### config.mk
export PLATFORM = sky130hd
export DESIGN_NAME = maxmin_alloc
export DESIGN_NICKNAME = d
export VERILOG_FILES = /design/src/rtl/maxmin_pkg.sv /design/src/rtl/maxmin_ctrl.sv /design/src/rtl/maxmin_datapath.sv /design/src/rtl/maxmin_alloc.sv
export SDC_FILE = /design/constraint.sdc
export NUM_CORES = 1
export LEC_CHECK = 0
export ABC_AREA = 1
export BUFFER_PORTS_ARGS = -buffer_cell sky130_fd_sc_hd__buf_2
export CORE_MARGIN = 3
export CORE_UTILIZATION = 68
export CTS_BUF_LIST = sky130_fd_sc_hd__clkbuf_2
export CTS_CLUSTER_DIAMETER = 100
export CTS_CLUSTER_SIZE = 8
export DETAILED_ROUTE_END_ITERATION = 12
export PLACE_DENSITY_LB_ADDON = 0.15
export RECOVER_POWER = 25
export REMOVE_ABC_BUFFERS = 1
export SYNTH_ARGS = -nofsm -noshare
export SYNTH_HDL_FRONTEND = slang
export SYNTH_SLANG_ARGS = --single-unit
### constraint.sdc
create_clock -name clk -period 35.5 [get_ports clk]
set_input_delay 1.775 -clock clk [delete_from_list [all_inputs] [get_ports clk]]
set_output_delay 1.775 -clock clk [all_outputs]
set_load 0.02 [all_outputs]
### src/rtl/maxmin_pkg.sv
package maxmin_pkg;
  // Strobes from the control FSM to the datapath
  typedef struct packed {
    logic load;   // capture demands and capacity
    logic step;   // commit one water-filling pass
  } ctlStrobe_t;
endpackage

### src/rtl/maxmin_ctrl.sv
module maxmin_ctrl
  import maxmin_pkg::*;
#(
  parameter int N = 4
) (
  input  logic       clk,
  input  logic       rstN,
  input  logic       start,
  input  logic       lastPass,
  output ctlStrobe_t strobe,
  output logic       done
);
  localparam int ItW = $clog2(N + 1);

  typedef enum logic {IDLE, RUN} state_t;
  state_t state;
  logic [ItW-1:0] iterCnt;

  always_comb begin
    strobe.load = (state == IDLE) && start;
    strobe.step = (state == RUN);
  end

  always_ff @(posedge clk or negedge rstN) begin
    if (!rstN) begin
      state   <= IDLE;
      iterCnt <= '0;
      done    <= 1'b0;
    end else begin
      done <= 1'b0;
      case (state)
        IDLE: if (start) begin
          state   <= RUN;
          iterCnt <= '0;
        end
        RUN: begin
          iterCnt <= iterCnt + 1'b1;
          if (lastPass) begin
            state <= IDLE;
            done  <= 1'b1;
          end
        end
        default: state <= IDLE;
      endcase
    end
  end

  // the pass count never reaches N while still running
  a_r7_iter_bound: assert property (@(posedge clk) disable iff (!rstN)
    (state == RUN) |-> (iterCnt < ItW'(N)));
  // done is a single-cycle pulse
  a_r7_done_pulse: assert property (@(posedge clk) disable iff (!rstN)
    done |=> !done);
  // start seen mid-run does not restart the pass counter
  a_r8_no_restart: assert property (@(posedge clk) disable iff (!rstN)
    (state == RUN && !lastPass) |=> (state == RUN && iterCnt == $past(iterCnt) + 1'b1));
endmodule

### src/rtl/maxmin_datapath.sv
module maxmin_datapath
  import maxmin_pkg::*;
#(
  parameter int N  = 4,
  parameter int DW = 12,
  parameter int CW = DW + $clog2(N)
) (
  input  logic                  clk,
  input  logic                  rstN,
  input  ctlStrobe_t            strobe,
  input  logic [N-1:0][DW-1:0]  demandIn,
  input  logic [CW-1:0]         capIn,
  output logic                  lastPass,
  output logic [N-1:0][DW-1:0]  alloc
);
  localparam int NW = $clog2(N + 1);

  logic [N-1:0][DW-1:0] dem;
  logic [CW-1:0]        remCap;
  logic [N-1:0]         sat;

  logic [NW-1:0] satCount, unsatCnt;
  logic [CW-1:0] divisor, share, newSum;
  logic [N-1:0]  newSat;

  // One pass: equal share of what is left, who fits inside it
  always_comb begin
    satCount = '0;
    for (int i = 0; i < N; i++) satCount = satCount + NW'(sat[i]);
    unsatCnt = NW'(N) - satCount;
    divisor  = (unsatCnt == '0) ? CW'(1) : CW'(unsatCnt);
    share    = remCap / divisor;
    newSum   = '0;
    for (int i = 0; i < N; i++) begin
      newSat[i] = !sat[i] && (CW'(dem[i]) <= share);
      if (newSat[i]) newSum = newSum + CW'(dem[i]);
    end
    lastPass = (newSat == '0) || ((sat | newSat) == '1);
  end

  always_ff @(posedge clk or negedge rstN) begin
    if (!rstN) begin
      dem    <= '0;
      remCap <= '0;
      sat    <= '0;
      alloc  <= '0;
    end else if (strobe.load) begin
      dem    <= demandIn;
      remCap <= capIn;
      sat    <= '0;
      alloc  <= '0;
    end else if (strobe.step) begin
      remCap <= remCap - newSum;
      sat    <= sat | newSat;
      for (int i = 0; i < N; i++) begin
        if (newSat[i])
          alloc[i] <= dem[i];
        else if (!sat[i] && lastPass)
          alloc[i] <= share[DW-1:0];
      end
    end
  end

  // a pass never hands out more than what remains
  a_r3_no_overdraw: assert property (@(posedge clk) disable iff (!rstN)
    strobe.step |-> (newSum <= remCap));
  // allocations hold while no job runs
  a_r10_hold: assert property (@(posedge clk) disable iff (!rstN)
    (!strobe.load && !strobe.step) |=> $stable(alloc));

  for (genvar i = 0; i < N; i++) begin : g_req
    // never above the requested amount
    a_r2_alloc_le_demand: assert property (@(posedge clk) disable iff (!rstN)
      alloc[i] <= dem[i]);
    // satisfied requesters stay satisfied within a job
    a_r5_sat_sticky: assert property (@(posedge clk) disable iff (!rstN)
      (strobe.step && sat[i]) |=> sat[i]);
    for (genvar j = 0; j < N; j++) begin : g_pair
      // requesters left unsatisfied at the end share equally
      a_r5_equal_share: assert property (@(posedge clk) disable iff (!rstN)
        (strobe.step && lastPass && !(sat[i] || newSat[i]) && !(sat[j] || newSat[j]))
          |=> (alloc[i] == alloc[j]));
    end
  end
endmodule

### src/rtl/maxmin_alloc.sv
module maxmin_alloc
  import maxmin_pkg::*;
#(
  parameter int N  = 4,
  parameter int DW = 12,
  localparam int CW = DW + $clog2(N)
) (
  input  logic            clk,
  input  logic            rstN,
  input  logic            start,
  input  logic [N*DW-1:0] demandIn,
  input  logic [CW-1:0]   capIn,
  output logic            done,
  output logic [N*DW-1:0] allocOut
);
  ctlStrobe_t           strobe;
  logic                 lastPass;
  logic [N-1:0][DW-1:0] demandVec, allocVec;

  assign demandVec = demandIn;
  assign allocOut  = allocVec;

  maxmin_ctrl #(.N(N)) u_ctrl (
    .clk(clk), .rstN(rstN), .start(start), .lastPass(lastPass),
    .strobe(strobe), .done(done)
  );

  maxmin_datapath #(.N(N), .DW(DW), .CW(CW)) u_dp (
    .clk(clk), .rstN(rstN), .strobe(strobe), .demandIn(demandVec),
    .capIn(capIn), .lastPass(lastPass), .alloc(allocVec)
  );
endmodule

== Word-level counts from Yosys, hierarchy flattened ==
Index checks and enable logic that the tools add are counted.
Storage, ports and cells
  output and inout bits: 49
  memories: 0
  RAM bits: 0
  bits in latches: 0
  flip-flop bits (word level): 116
  bits in read-only memories: 0
  input bits: 65
Operators by class
  reduce and logical (&&, ||, !) cells: 25
  equality and inequality tests: 1
  muxes and demuxes: 24
  $add $sub $neg: 8
  shift-type cells: 0
  order comparisons: 4
  bitwise logic cells: 2
  $mul: 0
  divide/modulo/power cells: 1
Operators with widths (count)
  12-bit two-way mux: 9
  48-bit two-way mux: 2
  14-bit two-way mux: 5
  12-bit by 14-bit less-or-equal comparator with 1-bit output: 4
  14-bit by 12-bit adder with 14-bit output: 2
  14-bit by 14-bit divider with 14-bit output: 1
  14-bit subtractor: 1
  12-bit by 12-bit adder with 13-bit output: 1
  3-bit nonzero test: 4
  1-bit logical AND: 9
  4-bit two-way mux: 2
  2-bit AND reduction: 4
  3-bit by 1-bit adder with 3-bit output: 2
  4-bit == test (second input constant): 1
  1-bit logical NOT: 4
  4-bit logical NOT: 1
  1-bit two-way mux: 4
  4-bit bitwise OR: 1
  3-bit logical NOT: 1
  3-bit two-way mux: 1
  3-bit subtractor (first input constant): 1
  1-bit by 1-bit adder with 2-bit output: 1
  1-bit case mux with 2 select lines: 1
  2-bit nonzero test: 1
  2 further kinds: 2

== Logic depth before layout (Yosys ltp) ==
  depth after elaboration: 19
  depth in mapped cells: 187
  depth with buffers taken out: 181

== Cells and area by module ==
From an unflattened synthesis, not the netlist that was laid out.
Second synthesis, totals
  cells, all modules: 1837
  area, all modules: 12434.4 µm²
Modules (own cells, without submodules)
  maxmin_datapath: instances 1, cells each 1826, area each 12341.8 µm², seq. area each 2852.7 µm²
  maxmin_ctrl: instances 1, cells each 11, area each 92.6 µm², seq. area each 50.0 µm²

== Worst setup path after synthesis ==
Ideal clock, no wire load.
  kind: reg-to-reg
  start: reg u_dp.sat[2]
  end: reg u_dp.remCap[13]
  data arrival time: 24.209 ns
  clock period less this slack: 24.354 ns
  stages on the path, launching flop included: 171
  setup time: 0.145 ns
  data required time: 35.355 ns
  path slack: 11.146 ns
  buffers on the path: 6
  cell sequence: dfrtp_1 -> ha_1 -> ha_1 -> inv_1 -> ha_1 -> inv_2 -> nand3_2 -> nand2_4 -> inv_4 -> ha_1 -> nand2_1 -> nand3b_1 -> nand2_1 -> nand2_1 -> nand2_1 -> ha_1 -> nand2_1 -> nand3_2 -> (+135 left out) -> o21bai_1 -> a21oi_1 -> o21ai_0 -> a21o_1 -> a21oi_1 -> xor2_1 -> nand2_1 -> o21ai_0 -> ha_1 -> a21oi_1 -> o21ai_0 -> nand2_1 -> inv_1 -> o21ai_0 -> nand2_1 -> xor2_1 -> xor2_1 -> o221ai_1
On the way
  word-level cells in the longest chain between the ends: 18
  elaborated cells between the ends (all ways): 25
  those cells by class: add/sub (7); div (1); order compare (4); mux (7); reduce/logical (6)
RTL lines
  from (decl): line maxmin_datapath.sv:20  | logic [N-1:0] sat;
  from (signal assigned): line maxmin_datapath.sv:54  | sat <= sat | newSat;
  3-bit by 1-bit adder with 3-bit output (2 in a row): line maxmin_datapath.sv:29  | for (int i = 0; i < N; i++) satCount = satCount + NW'(sat[i]);
  3-bit subtractor: line maxmin_datapath.sv:30  | unsatCnt = NW'(N) - satCount;
  3-bit logical NOT: line maxmin_datapath.sv:31  | divisor = (unsatCnt == '0) ? CW'(1) : CW'(unsatCnt);
  3-bit two-way mux: line maxmin_datapath.sv:31
  14-bit by 14-bit divider with 14-bit output: line maxmin_datapath.sv:32  | share = remCap / divisor;
  12-bit by 14-bit less-or-equal comparator with 1-bit output: line maxmin_datapath.sv:35  | newSat[i] = !sat[i] && (CW'(dem[i]) <= share);
  1-bit logical AND: line maxmin_datapath.sv:35
  12-bit two-way mux: line maxmin_datapath.sv:36  | if (newSat[i]) newSum = newSum + CW'(dem[i]);
  12-bit by 12-bit adder with 13-bit output: line maxmin_datapath.sv:36
  14-bit two-way mux: line maxmin_datapath.sv:36
  14-bit by 12-bit adder with 14-bit output: line maxmin_datapath.sv:36
  14-bit two-way mux: line maxmin_datapath.sv:36
  14-bit by 12-bit adder with 14-bit output: line maxmin_datapath.sv:36
  14-bit two-way mux *: line maxmin_datapath.sv:36
  14-bit subtractor *: line maxmin_datapath.sv:53  | remCap <= remCap - newSum;
  14-bit two-way mux *: line maxmin_datapath.sv:52  | end else if (strobe.step) begin
  14-bit two-way mux *: line maxmin_datapath.sv:47  | end else if (strobe.load) begin
  to (signal assigned): line maxmin_datapath.sv:49  | remCap <= capIn;
  to (signal assigned): line maxmin_datapath.sv:53
  to (decl): line maxmin_datapath.sv:19  | logic [CW-1:0] remCap;
Every way passes the cells marked *; elsewhere a longest branch is shown, timed or not. The select of a mux whose other input is x is not followed.
A chain may end at the register's enable or synchronous reset.

== Worst setup path after layout ==
  start: reg u_dp.sat[0]
  end: reg u_dp.remCap[13]
On the way
  word-level cells in the longest chain between the ends: 19
  elaborated cells between the ends (all ways): 26
  those cells by class: add/sub (8); div (1); order compare (4); mux (7); reduce/logical (6)
RTL lines (line)
  1-bit by 1-bit adder with 2-bit output: maxmin_datapath.sv:29
  3-bit by 1-bit adder with 3-bit output (2 in a row): maxmin_datapath.sv:29
  3-bit subtractor: maxmin_datapath.sv:30
  3-bit logical NOT: maxmin_datapath.sv:31
  3-bit two-way mux: maxmin_datapath.sv:31
  14-bit by 14-bit divider with 14-bit output: maxmin_datapath.sv:32
  12-bit by 14-bit less-or-equal comparator with 1-bit output: maxmin_datapath.sv:35
  1-bit logical AND: maxmin_datapath.sv:35
  (+2 left out)
  14-bit two-way mux: maxmin_datapath.sv:36
  14-bit by 12-bit adder with 14-bit output: maxmin_datapath.sv:36
  14-bit two-way mux: maxmin_datapath.sv:36
  14-bit by 12-bit adder with 14-bit output: maxmin_datapath.sv:36
  14-bit two-way mux *: maxmin_datapath.sv:36
  14-bit subtractor *: maxmin_datapath.sv:53
  14-bit two-way mux *: maxmin_datapath.sv:52
  14-bit two-way mux *: maxmin_datapath.sv:47
Marked as above.

==> impl_metrics.yaml <==
final_layout:
  drive_above_1_share_pct: 14.2
  multi_input_area_um2: 8180
  final_common_cell: "nand2_1"
  final_cell_mix: "nand2_1, inv_1, o21ai_0, ha_1, nor2_1"
  nFillCells: 1424
  register_area_um2: 2900
  area_growth_pct: 7.04
  fin_nets: 2103
timing:
  fin_crit_sh_pct: 83.5
  worstMarginPinSlew_ps: 3660
  fin_crit_ps: 29640
  slew_headroom_pct: -144
  finalMaxSlewViolations: 119
  finalSetupViolCount: 0
  final_hold_viol_count: 0
  rsz0062_at_grt: "no"
  max_freq_mhz: 33.7
  tns_ps: 0
  finClkSkew_ps: 42.4
critical_path:
  path_max_fanout: 17
  endpoint_kind: "flip-flop"
  crit_path_start: "u_dp.sat[0]"
  cpMostUsedCell: "nand2_1"
  max_stage_delay_ps: 670
  cp.required_ps: 36130
  critPathKind: "flip-flop to flip-flop"
  cp_top_family: "simple AND/OR/NAND/NOR gates"
  crit_arrival_ps: 30270
  reg2reg_from: "u_dp.sat[0]"
  cp_num_cells: 169
  cp-start-kind: "flip-flop"
  cp.buffers_inverters: 25
  r2r_cells: 169
  slowest_stage: "o311ai_0"
synthesis:
  yosysUniqueCellTypes: 61
  synth_top_area_cell: "dfrtp_1"
  ys_seq_area_share_pct: 23.6
  synthFlopType: "dfrtp_1"
  ys_top_cells_by_area: "dfrtp_1, nand2_1, ha_1, inv_1, o21ai_0"
  netlist_area_um2: 12300
  synth_edf_count: 0
  syn_inst: 1807
  async_reset_ff_share_pct: 100
  syn_avg_cell_area_um2: 6.81
  ys_seq_elements: 116
  yosys_warnings: 0
  synth_top_area_share_pct: 23.6
floorplanning:
  die_w_um: 141
  dieArea_um2: 19800
  core_um2: 17500
  rows: 48
  io_pins: 114
  start_util_pct: 70.2
  die_h_um: 141
detailed_routing:
  drc: 1
  drt-initial-drc-count: 1242
  dr.pass1.iters: 11
  wl_um: 37500
  via_per_inst: 5.94
  ant_nets: 0
  wl_per_cell_um: 17.5
  vias: 12700
global_routing:
  antenna_found_initial: 1
  overflow: 0
  grt_max_degree: 69
  grt_pass1_wl_um: 60100
  first_global_vias: 12100
  grt_use_total_pct: 37.7
clock_network:
  hold_buffers: 0
  cts_buffers: 17
  root_buffer: "clkbuf_2"
  clockBufferDepth: 2
  cts.clk_slew.worst_paths_ps: 240
  cts_max_level: 4
  clock_latency_ps: 780
  post_cts_resized: 0
  postCtsSetupRepairBufs: 0
  cts_tree: "yes"
  clkSinkCount: 116
place:
  gp_congestion: 0.984
  hpwl_um: 29000
  port_buffers: 113
run_status:
  violations: "design-rule violations, max-capacitance violations, max-slew violations"
  status: "complete, but fails checks"
flow_run:
  drv_cap: 2
hold_path:
  min_path_type: "flip-flop to flip-flop"
  worstHoldStart: "u_dp.alloc[36]"
  whs_path_depth: 2
synthesized netlist by cell type (7+ instances only):
cell,number
xnor2_1,13
o21bai_1,9
buf_6,10
o21ai_1,11
nand2_2,21
o221ai_1,8
inv_2,19
nand4_1,28
a21oi_1,93
o21ai_0,162
o311ai_0,7
nand3_4,9
dfrtp_1,116
nand2_1,519
nor2_2,9
xor2_1,42
nor2_1,124
ha_1,137
o211ai_1,7
nand3_2,15
nand2_4,14
nor3_1,9
inv_1,222
clkbuf_1,30
nand3_1,87
nor2_4,12
per-stage QoR:
step	hold WS (ps)	worst slack, ps	utilization (%)	instances	area [um^2]
after CTS	511	6510	75.2	2135	13200
after global placement	458	7960	73.8	2103	12900
after global routing	546	2950	75.1	2136	13200
after floorplan	496	10770	-	1756	12000
final	506	5860	75.1	2136	13200
after detailed placement	463	6590	73.8	2103	12900
worst min-delay path: stages (launching register included):
cell     delay, ps
dfrtp_1        390
nand2_1         50
nand2_1         50
cells by family (layout without fill, tap and decap cells):
kind of cell / Yosys count / in the layout / share of synthesized area, %
AND/OR/NAND/NOR: 868 / 868 / 32.9
AO/OA/AOI/OAI: 329 / 329 / 15.1
buffers and inverters: 298 / 401 / 9.96
adder cells (fa/ha/maj): 141 / 141 / 14.6
flip-flops: 116 / 116 / 23.6
XOR/XNOR: 55 / 55 / 3.91
other: 0 / 1 / 0
routing by layer:
metal / track usage, % / vias to the layer above / part of all wire (%) / routed length [um]
li1: - / 6092 / - / -
met1: 50.8 / 5788 / 42 / 15700
met2: 61.0 / 677 / 45 / 16900
met3: 5.70 / 130 / 9.1 / 3390
met4: 15.2 / 0 / 3.8 / 1440
met5: 0 / - / 0 / 0
worst paths after layout:
path                                   end  slack [ps]
min in group asynchronous   u_dp.alloc[31]        1830
max reg2reg                u_dp.remCap[13]        5860
max in group asynchronous     u_dp.dem[36]       29150
max                        u_dp.remCap[13]        5860
min reg2reg                 u_dp.alloc[36]         510
min                         u_dp.alloc[36]         510
state kept, by name (all words and copies together), names as in the netlist:
register / flops
u_dp.remCap: 14
u_dp.dem: 48
u_dp.sat: 4
u_ctrl.done: 1
u_dp.alloc: 48
u_ctrl.state: 1
cell type report:
| cell class | count | share of cell area (%) |
|---|---|---|
| diodes | 1 | 0.0190 |
| inverters | 247 | 7.09 |
| clock inverters | 15 | 1.22 |
| flip-flops and latches | 116 | 22.0 |
| repair buffers | 122 | 4.77 |
| multi-input cells | 1393 | 62.1 |
| well taps | 225 | 2.14 |
| clock buffers | 17 | 0.646 |
Power is not shown: default switching activity piles up to over one toggle a cycle in this logic, so the estimate is an artifact.
